[src/rtl/nvmp_pkg.sv]
`timescale 1ns/1ps
package nvmp_pkg;
    localparam int BYTE_W     = 8;
    localparam int OFF_W      = 4;
    localparam int PAGE_BYTES = 1 << OFF_W;
    localparam int WADDR_W    = 8;
    localparam int PAGE_W     = WADDR_W - OFF_W;
    localparam int NUM_PAGES  = 1 << PAGE_W;
    localparam int CNT_W      = OFF_W + 1;

    typedef logic [BYTE_W-1:0] byte_t;
    typedef logic [PAGE_BYTES-1:0][BYTE_W-1:0] page_t;

    typedef enum logic [2:0] {S_IDLE, S_RX, S_ACK, S_TX, S_MACK} bus_st_e;
    typedef enum logic [1:0] {PH_CTRL, PH_ADDR, PH_DATA} phase_e;

    typedef struct packed {
        logic [3:0] code;
        logic [2:0] block;
        logic       rnw;
    } ctrl_t;

    function automatic logic ctrl_hit(ctrl_t c, logic [3:0] want);
        return (c.code == want) && (c.block == 3'b000);
    endfunction
endpackage

[src/rtl/nvmp_line_mon.sv]
`timescale 1ns/1ps
module nvmp_line_mon (
    input  logic clk,
    input  logic rst,
    input  logic scl_i,
    input  logic sda_i,
    output logic scl_rise,
    output logic scl_fall,
    output logic start_c,
    output logic stop_c
);
    logic scl_q, sda_q;

    always_ff @(posedge clk) begin
        if (rst) begin
            scl_q <= 1'b1;
            sda_q <= 1'b1;
        end else begin
            scl_q <= scl_i;
            sda_q <= sda_i;
        end
    end

    assign scl_rise = scl_i & ~scl_q;
    assign scl_fall = ~scl_i & scl_q;
    assign start_c  = scl_i & scl_q & sda_q & ~sda_i;
    assign stop_c   = scl_i & scl_q & ~sda_q & sda_i;
endmodule

[src/rtl/nvmp_commit_timer.sv]
`timescale 1ns/1ps
module nvmp_commit_timer #(
    parameter int unsigned CYCLES = 16
) (
    input  logic clk,
    input  logic rst,
    input  logic go,
    output logic busy,
    output logic done
);
    localparam int CW = $clog2(CYCLES + 1);
    logic [CW-1:0] left;

    always_ff @(posedge clk) begin
        if (rst) begin
            busy <= 1'b0;
            left <= '0;
        end else if (busy) begin
            if (left == '0) busy <= 1'b0;
            else            left <= left - 1'b1;
        end else if (go) begin
            busy <= 1'b1;
            left <= CW'(CYCLES - 1);
        end
    end

    assign done = busy && (left == '0);
endmodule

[src/rtl/nvmp_store.sv]
`timescale 1ns/1ps
module nvmp_store
    import nvmp_pkg::*;
(
    input  logic               clk,
    input  logic               rst,
    input  logic [WADDR_W-1:0] rd_addr,
    output byte_t              rd_data,
    input  logic               wr_en,
    input  logic [PAGE_W-1:0]  wr_page,
    input  page_t              wr_data
);
    page_t mem [NUM_PAGES];

    always_ff @(posedge clk) begin
        for (int p = 0; p < NUM_PAGES; p++) begin
            if (rst)
                mem[p] <= '1;
            else if (wr_en && (wr_page == PAGE_W'(p)))
                mem[p] <= wr_data;
        end
    end

    assign rd_data = mem[rd_addr[WADDR_W-1:OFF_W]][rd_addr[OFF_W-1:0]];
endmodule

[src/rtl/nvm_page_prog.sv]
`timescale 1ns/1ps
module nvm_page_prog
    import nvmp_pkg::*;
#(
    parameter logic [3:0]  CTRL_CODE = 4'b1010,
    parameter int unsigned WR_CYCLES = 2_500_000
) (
    input  logic clk,
    input  logic rst,
    input  logic scl_i,
    input  logic sda_i,
    output logic sda_oe,
    output logic nvm_busy
);
    logic scl_rise, scl_fall, start_c, stop_c;
    bus_st_e            st;
    phase_e             ph;
    logic [3:0]         bitcnt;
    byte_t              shreg;
    logic [WADDR_W-1:0] addr;
    logic               wr_open, go_tx, mack_ok;
    logic [CNT_W-1:0]   wr_cnt;
    page_t              pbuf;
    logic [PAGE_W-1:0]  cpage;
    logic               commit_go, commit_done, page_full;
    byte_t              rd_data;
    ctrl_t              rx_ctrl;

    nvmp_line_mon u_mon (
        .clk(clk), .rst(rst), .scl_i(scl_i), .sda_i(sda_i),
        .scl_rise(scl_rise), .scl_fall(scl_fall),
        .start_c(start_c), .stop_c(stop_c)
    );

    nvmp_commit_timer #(.CYCLES(WR_CYCLES)) u_timer (
        .clk(clk), .rst(rst), .go(commit_go),
        .busy(nvm_busy), .done(commit_done)
    );

    nvmp_store u_store (
        .clk(clk), .rst(rst), .rd_addr(addr), .rd_data(rd_data),
        .wr_en(commit_done), .wr_page(cpage), .wr_data(pbuf)
    );

    assign rx_ctrl   = ctrl_t'(shreg);
    assign page_full = (wr_cnt == CNT_W'(PAGE_BYTES));
    assign commit_go = stop_c && wr_open && page_full && !nvm_busy;

    always_ff @(posedge clk) begin
        if (rst) begin
            st      <= S_IDLE;
            ph      <= PH_CTRL;
            bitcnt  <= '0;
            shreg   <= '0;
            addr    <= '0;
            wr_open <= 1'b0;
            wr_cnt  <= '0;
            go_tx   <= 1'b0;
            mack_ok <= 1'b0;
            sda_oe  <= 1'b0;
            pbuf    <= '1;
            cpage   <= '0;
        end else begin
            if (commit_go) cpage <= addr[WADDR_W-1:OFF_W];
            if (start_c) begin
                st      <= S_RX;
                ph      <= PH_CTRL;
                bitcnt  <= '0;
                sda_oe  <= 1'b0;
                wr_open <= 1'b0;
            end else if (stop_c) begin
                st      <= S_IDLE;
                sda_oe  <= 1'b0;
                wr_open <= 1'b0;
            end else begin
                unique case (st)
                    S_RX: begin
                        if (scl_rise) begin
                            shreg  <= {shreg[BYTE_W-2:0], sda_i};
                            bitcnt <= bitcnt + 1'b1;
                        end else if (scl_fall && bitcnt == 4'd8) begin
                            bitcnt <= '0;
                            unique case (ph)
                                PH_CTRL: begin
                                    if (ctrl_hit(rx_ctrl, CTRL_CODE) && !nvm_busy) begin
                                        sda_oe <= 1'b1;
                                        st     <= S_ACK;
                                        go_tx  <= rx_ctrl.rnw;
                                        ph     <= PH_ADDR;
                                    end else begin
                                        st <= S_IDLE;
                                    end
                                end
                                PH_ADDR: begin
                                    sda_oe  <= 1'b1;
                                    st      <= S_ACK;
                                    go_tx   <= 1'b0;
                                    addr    <= shreg;
                                    wr_open <= 1'b1;
                                    wr_cnt  <= '0;
                                    ph      <= PH_DATA;
                                end
                                default: begin
                                    if (!page_full) begin
                                        sda_oe <= 1'b1;
                                        st     <= S_ACK;
                                        go_tx  <= 1'b0;
                                        pbuf[addr[OFF_W-1:0]]  <= shreg;
                                        addr[OFF_W-1:0] <= addr[OFF_W-1:0] + 1'b1;
                                        wr_cnt <= wr_cnt + 1'b1;
                                    end else begin
                                        st <= S_IDLE;
                                    end
                                end
                            endcase
                        end
                    end
                    S_ACK: begin
                        if (scl_fall) begin
                            if (go_tx) begin
                                sda_oe <= ~rd_data[BYTE_W-1];
                                shreg  <= {rd_data[BYTE_W-2:0], 1'b0};
                                bitcnt <= '0;
                                st     <= S_TX;
                            end else begin
                                sda_oe <= 1'b0;
                                st     <= S_RX;
                            end
                        end
                    end
                    S_TX: begin
                        if (scl_rise) begin
                            bitcnt <= bitcnt + 1'b1;
                        end else if (scl_fall) begin
                            if (bitcnt == 4'd8) begin
                                sda_oe <= 1'b0;
                                st     <= S_MACK;
                            end else begin
                                sda_oe <= ~shreg[BYTE_W-1];
                                shreg  <= {shreg[BYTE_W-2:0], 1'b0};
                            end
                        end
                    end
                    S_MACK: begin
                        if (scl_rise) begin
                            mack_ok <= ~sda_i;
                            if (!sda_i) addr <= addr + 1'b1;
                        end else if (scl_fall) begin
                            if (mack_ok) begin
                                sda_oe <= ~rd_data[BYTE_W-1];
                                shreg  <= {rd_data[BYTE_W-2:0], 1'b0};
                                bitcnt <= '0;
                                st     <= S_TX;
                            end else begin
                                st <= S_IDLE;
                            end
                        end
                    end
                    default: ;
                endcase
            end
        end
    end
endmodule

[config.mk]
export PLATFORM = sky130hd
export DESIGN_NAME = nvm_page_prog
export DESIGN_NICKNAME = d
export VERILOG_FILES = /design/src/rtl/nvmp_pkg.sv /design/src/rtl/nvmp_line_mon.sv /design/src/rtl/nvmp_commit_timer.sv /design/src/rtl/nvmp_store.sv /design/src/rtl/nvm_page_prog.sv
export SDC_FILE = /design/constraint.sdc
export NUM_CORES = 2
export LEC_CHECK = 0
export ABC_AREA = 1
export BUFFER_PORTS_ARGS = -buffer_cell sky130_fd_sc_hd__buf_2
export CAP_MARGIN = 20
export CELL_PAD_IN_SITES_DETAIL_PLACEMENT = 0
export CELL_PAD_IN_SITES_GLOBAL_PLACEMENT = 2
export CORE_MARGIN = 10
export CORE_UTILIZATION = 38
export CTS_CLUSTER_SIZE = 14
export DETAILED_ROUTE_END_ITERATION = 10
export PLACE_DENSITY_LB_ADDON = 0.1
export SLEW_MARGIN = 20
export SYNTH_ARGS = -nofsm -noshare
export SYNTH_HDL_FRONTEND = slang
export SYNTH_SLANG_ARGS = --single-unit
[constraint.sdc]
create_clock -name clk -period 4.8 [get_ports clk]
set_input_delay 0.24 -clock clk [delete_from_list [all_inputs] [get_ports clk]]
set_output_delay 0.24 -clock clk [all_outputs]
set_load 0.005 [all_outputs]
==> reports/results.tsv <==
stage	metric	value	unit
synth	Simple-Gate Fraction of Synth Area	27.3	%
clock_network	CTS resizes	0	
clock_network	clk_lat worst skew	0.93	ns
global_routing	GRT overflow	0	
synth	YS warnings	0	
route	Remaining DRCs	0	
placement	Setup WS pre-CTS	0.995	ns
worst_setup_path	Crit Path Category	register to register	
worst_setup_path	Crit. End Element	register	
die	Die X	534	um
power_and_ir_drop	Pwr Total	55.1	mW
run	Max Cap Violations	0	
route	Vias	76493	
finish	layout cells sized above 1	7.40	%
placement	routability cong.	0.796	
route	final wirelength	399	mm
synth	sequential share of the synthesized area	65.0	%
sta	Fin Clk Skew	0.0635	ns
worst_setup_path	startpoint types	register	
sta	Max-slew headroom	19.1	%
sta	final setup violation count	0	
power_and_ir_drop	P_leak	37.1	nW
placement	placed cell area	0.105	mm2
power_and_ir_drop	VDD IR-drop max	0.402	mV
sta	RSZ-0062 raised after global routing	no	
clock_network	CTS Buf Count	279	
clock_network	post-CTS setup buffers	0	
sta	final setup margin	0.928	ns
synth	Syn Std Cell Area	0.101	mm2
sta	fin crit share	80.7	%
route	post-DR wirelength/cell	29.1	um
synth	Synth Flop Type	edfxtp_1	
hold_path	worst min path class	input pin to register	
route	1st-iter DRT viols	7840	
global_routing	first-pass GRT wire length	566	mm
route	vias per inst	5.57	
synth	XOR/XNOR Fraction of Synth Area	0.0697	%
synth	Post-Synth Adder-Cell Area	0.124	%
sta	worst slew pin tran	1.21	ns
die	cell row count	188	
finish	fin nets	10034	
finish	commonest cells after routing, fill and taps aside	nand2_1, edfxtp_1, nand3_1, clkbuf_16, inv_1	
global_routing	initial antenna violation count	9	
worst_setup_path	crit path DAT	4.48	ns
synth	Mapped Cells	10315	
sta	Min Clock Period, post-route	3.87	ns
clock_network	Clock H-tree levels	5	
sta	Fin Setup TNS	0	ns
worst_setup_path	CP required	5.41	ns
power_and_ir_drop	pwr dens	488	mW/mm2
die	core area	0.263	mm2
synth	top post-synthesis cells by area	edfxtp_1, nand2_1, nand3_1	
die	IO Count	6	
synth	syn nets	10329	
sta	max-slew violations	0	
synth	largest family of logic cells by synthesized area	simple AND/OR/NAND/NOR gates	
placement	post-DP HPWL	202	mm
synth	mux cell area share after synthesis	0.00995	%
finish	Layout Utilization	43.0	%
synth	Synth async-reset ratio	0	%
finish	most common cell after layout, fill and taps aside	nand2_1	
clock_network	Root Driver	clkbuf_16	
route	Routed Antenna Nets	0	
placement	I/O Buffers	5	
clock_network	CTS max path bufs	4	
global_routing	number of global-route vias before repair	74440	
synth	Synth area leader	edfxtp_1	
finish	area growth from synthesis to layout	12.4	%
synth	top cell type's share of synthesized area	61.2	%
synth	Yosys reg bits	2243	
synth	Compound-Gate Fraction of Synth Area	2.12	%
worst_setup_path	Crit Path Max Fanout	35	
route	1st-pass router iterations	8	
sta	Max Fclk	0.258	GHz
synth	Syn Area/Cell	9.75	um2
finish	Final Cell Area	0.113	mm2
die	die height	534	um
sta	Final Hold Fails	0	
clock_network	CTS tree	yes	
synth	Yosys cell types	43	
outcome	status	complete, no violations	
die	die area	0.286	mm2
clock_network	clk slew on worst S/H paths	0.06	ns
global_routing	largest net degree at the start of global routing	155	
die	Initial Util	38.2	%
synth	Post-synth EDFFs	2048	
global_routing	Tot GR Track Use	27.1	%
clock_network	CTS sink count	2243	
worst max-delay path: stages (launching register included):
cell and delay (ns):
dfxtp_1 0.35, nor2_2 0.19, nand2_1 0.11, nor2_2 0.18
nand4_1 0.15, nor4_2 0.87, nand4_1 0.46, nor2_4 0.73
buf_12 0.37, nand2_1 0.11
cells by family after synthesis:
group / count (synthesis)
fa+ha+maj: 10
simple gates: 6637
buf+inv: 1109
mux: 1
xor+xnor: 8
flops: 2243
compound gates: 307
path summary, 6_finish.rpt:
| check | start | end | slack (ns) | depth (start not counted) |
|---|---|---|---|---|
| max | u_timer.left[8] | u_store.mem[14][27] | 0.93 | 9 |
| min | scl_i | u_mon.scl_q | 0.09 | 4 |
| max reg2reg | u_timer.left[8] | u_store.mem[14][27] | 0.93 | 9 |
| min reg2reg | pbuf[82] | pbuf[82] | 0.47 | 2 |
report_power, final:
group / total, mW / internal [mW] / switching [mW] / leakage, nW
clock: 19.9 / 11.6 / 8.27 / 4.09
sequential: 21.6 / 21.3 / 0.268 / 15.4
combinational: 13.6 / 3.25 / 10.4 / 17.6
total: 55.1 / 36.2 / 18.9 / 37.1
final cells by class:
cell class	count	area, um2
Tap cell	3515	4400
Fill cell	25362	150000
Clock buffer	384	7620
Timing Repair Buffer	275	3740
Inverter	258	1010
Multi-Input combinational cell	6963	30100
Antenna cell	2	5.00
Sequential cell	2243	65400
Clock inverter	93	731
flip-flops by register name, summed over array words and instances (netlist names), named ones only:
| name | count |
|---|---|
| sda_oe | 1 |
| go_tx | 1 |
| pbuf | 128 |
| wr_cnt | 5 |
| st | 3 |
| wr_open | 1 |
| bitcnt | 4 |
| ph | 2 |
| u_timer.left | 22 |
| mack_ok | 1 |
| u_store.mem | 2048 |
| addr | 8 |
| u_mon.scl_q | 1 |
| rx_ctrl | 8 |
| u_mon.sda_q | 1 |
| cpage | 4 |
| u_timer.busy | 1 |
cell usage after synthesis (2+ instances only):
cell	number
xnor2_1	5
nand3_1	1808
buf_2	261
a211oi_1	15
a31oi_1	12
a21oi_1	66
nand2_2	2
o211ai_2	40
buf_6	14
o211ai_1	91
dfxtp_1	195
inv_2	13
o21ai_1	2
o21ai_0	73
clkinv_1	8
clkbuf_1	324
ha_1	10
o22ai_1	7
edfxtp_1	2048
xor2_1	3
nand3_4	9
nor2_2	8
buf_1	64
nand2_1	4654
nor4_1	3
buf_4	187
nor3_4	3
inv_1	236
nor3_1	13
nor2_1	108
nand4_1	21
per-layer routing:
metal / share of wire [%] / up-vias / global-route usage [%]
li1: - / 34085 / -
met4: 3.2 / 6 / 7.97
met5: 0.011 / - / 0
met1: 44 / 38748 / 38.3
met2: 46 / 2995 / 43.5
met3: 6.8 / 659 / 3.94
metrics by stage:
stage	hold slack [ns]	std cells
global route	0.0914	13733
detailed placement	0.448	13251
global placement	0.448	13251
CTS	0.0420	13731
finish	0.0863	13733
floorplan	0.330	10315
repair_timing:
action | CTS | global route
setup endpoints to repair | 0 | 0
endpoints found under the hold margin | 31 | 0
hold buffers | 3 | 0
No activity file was read; power rests on OpenSTA's default activity.
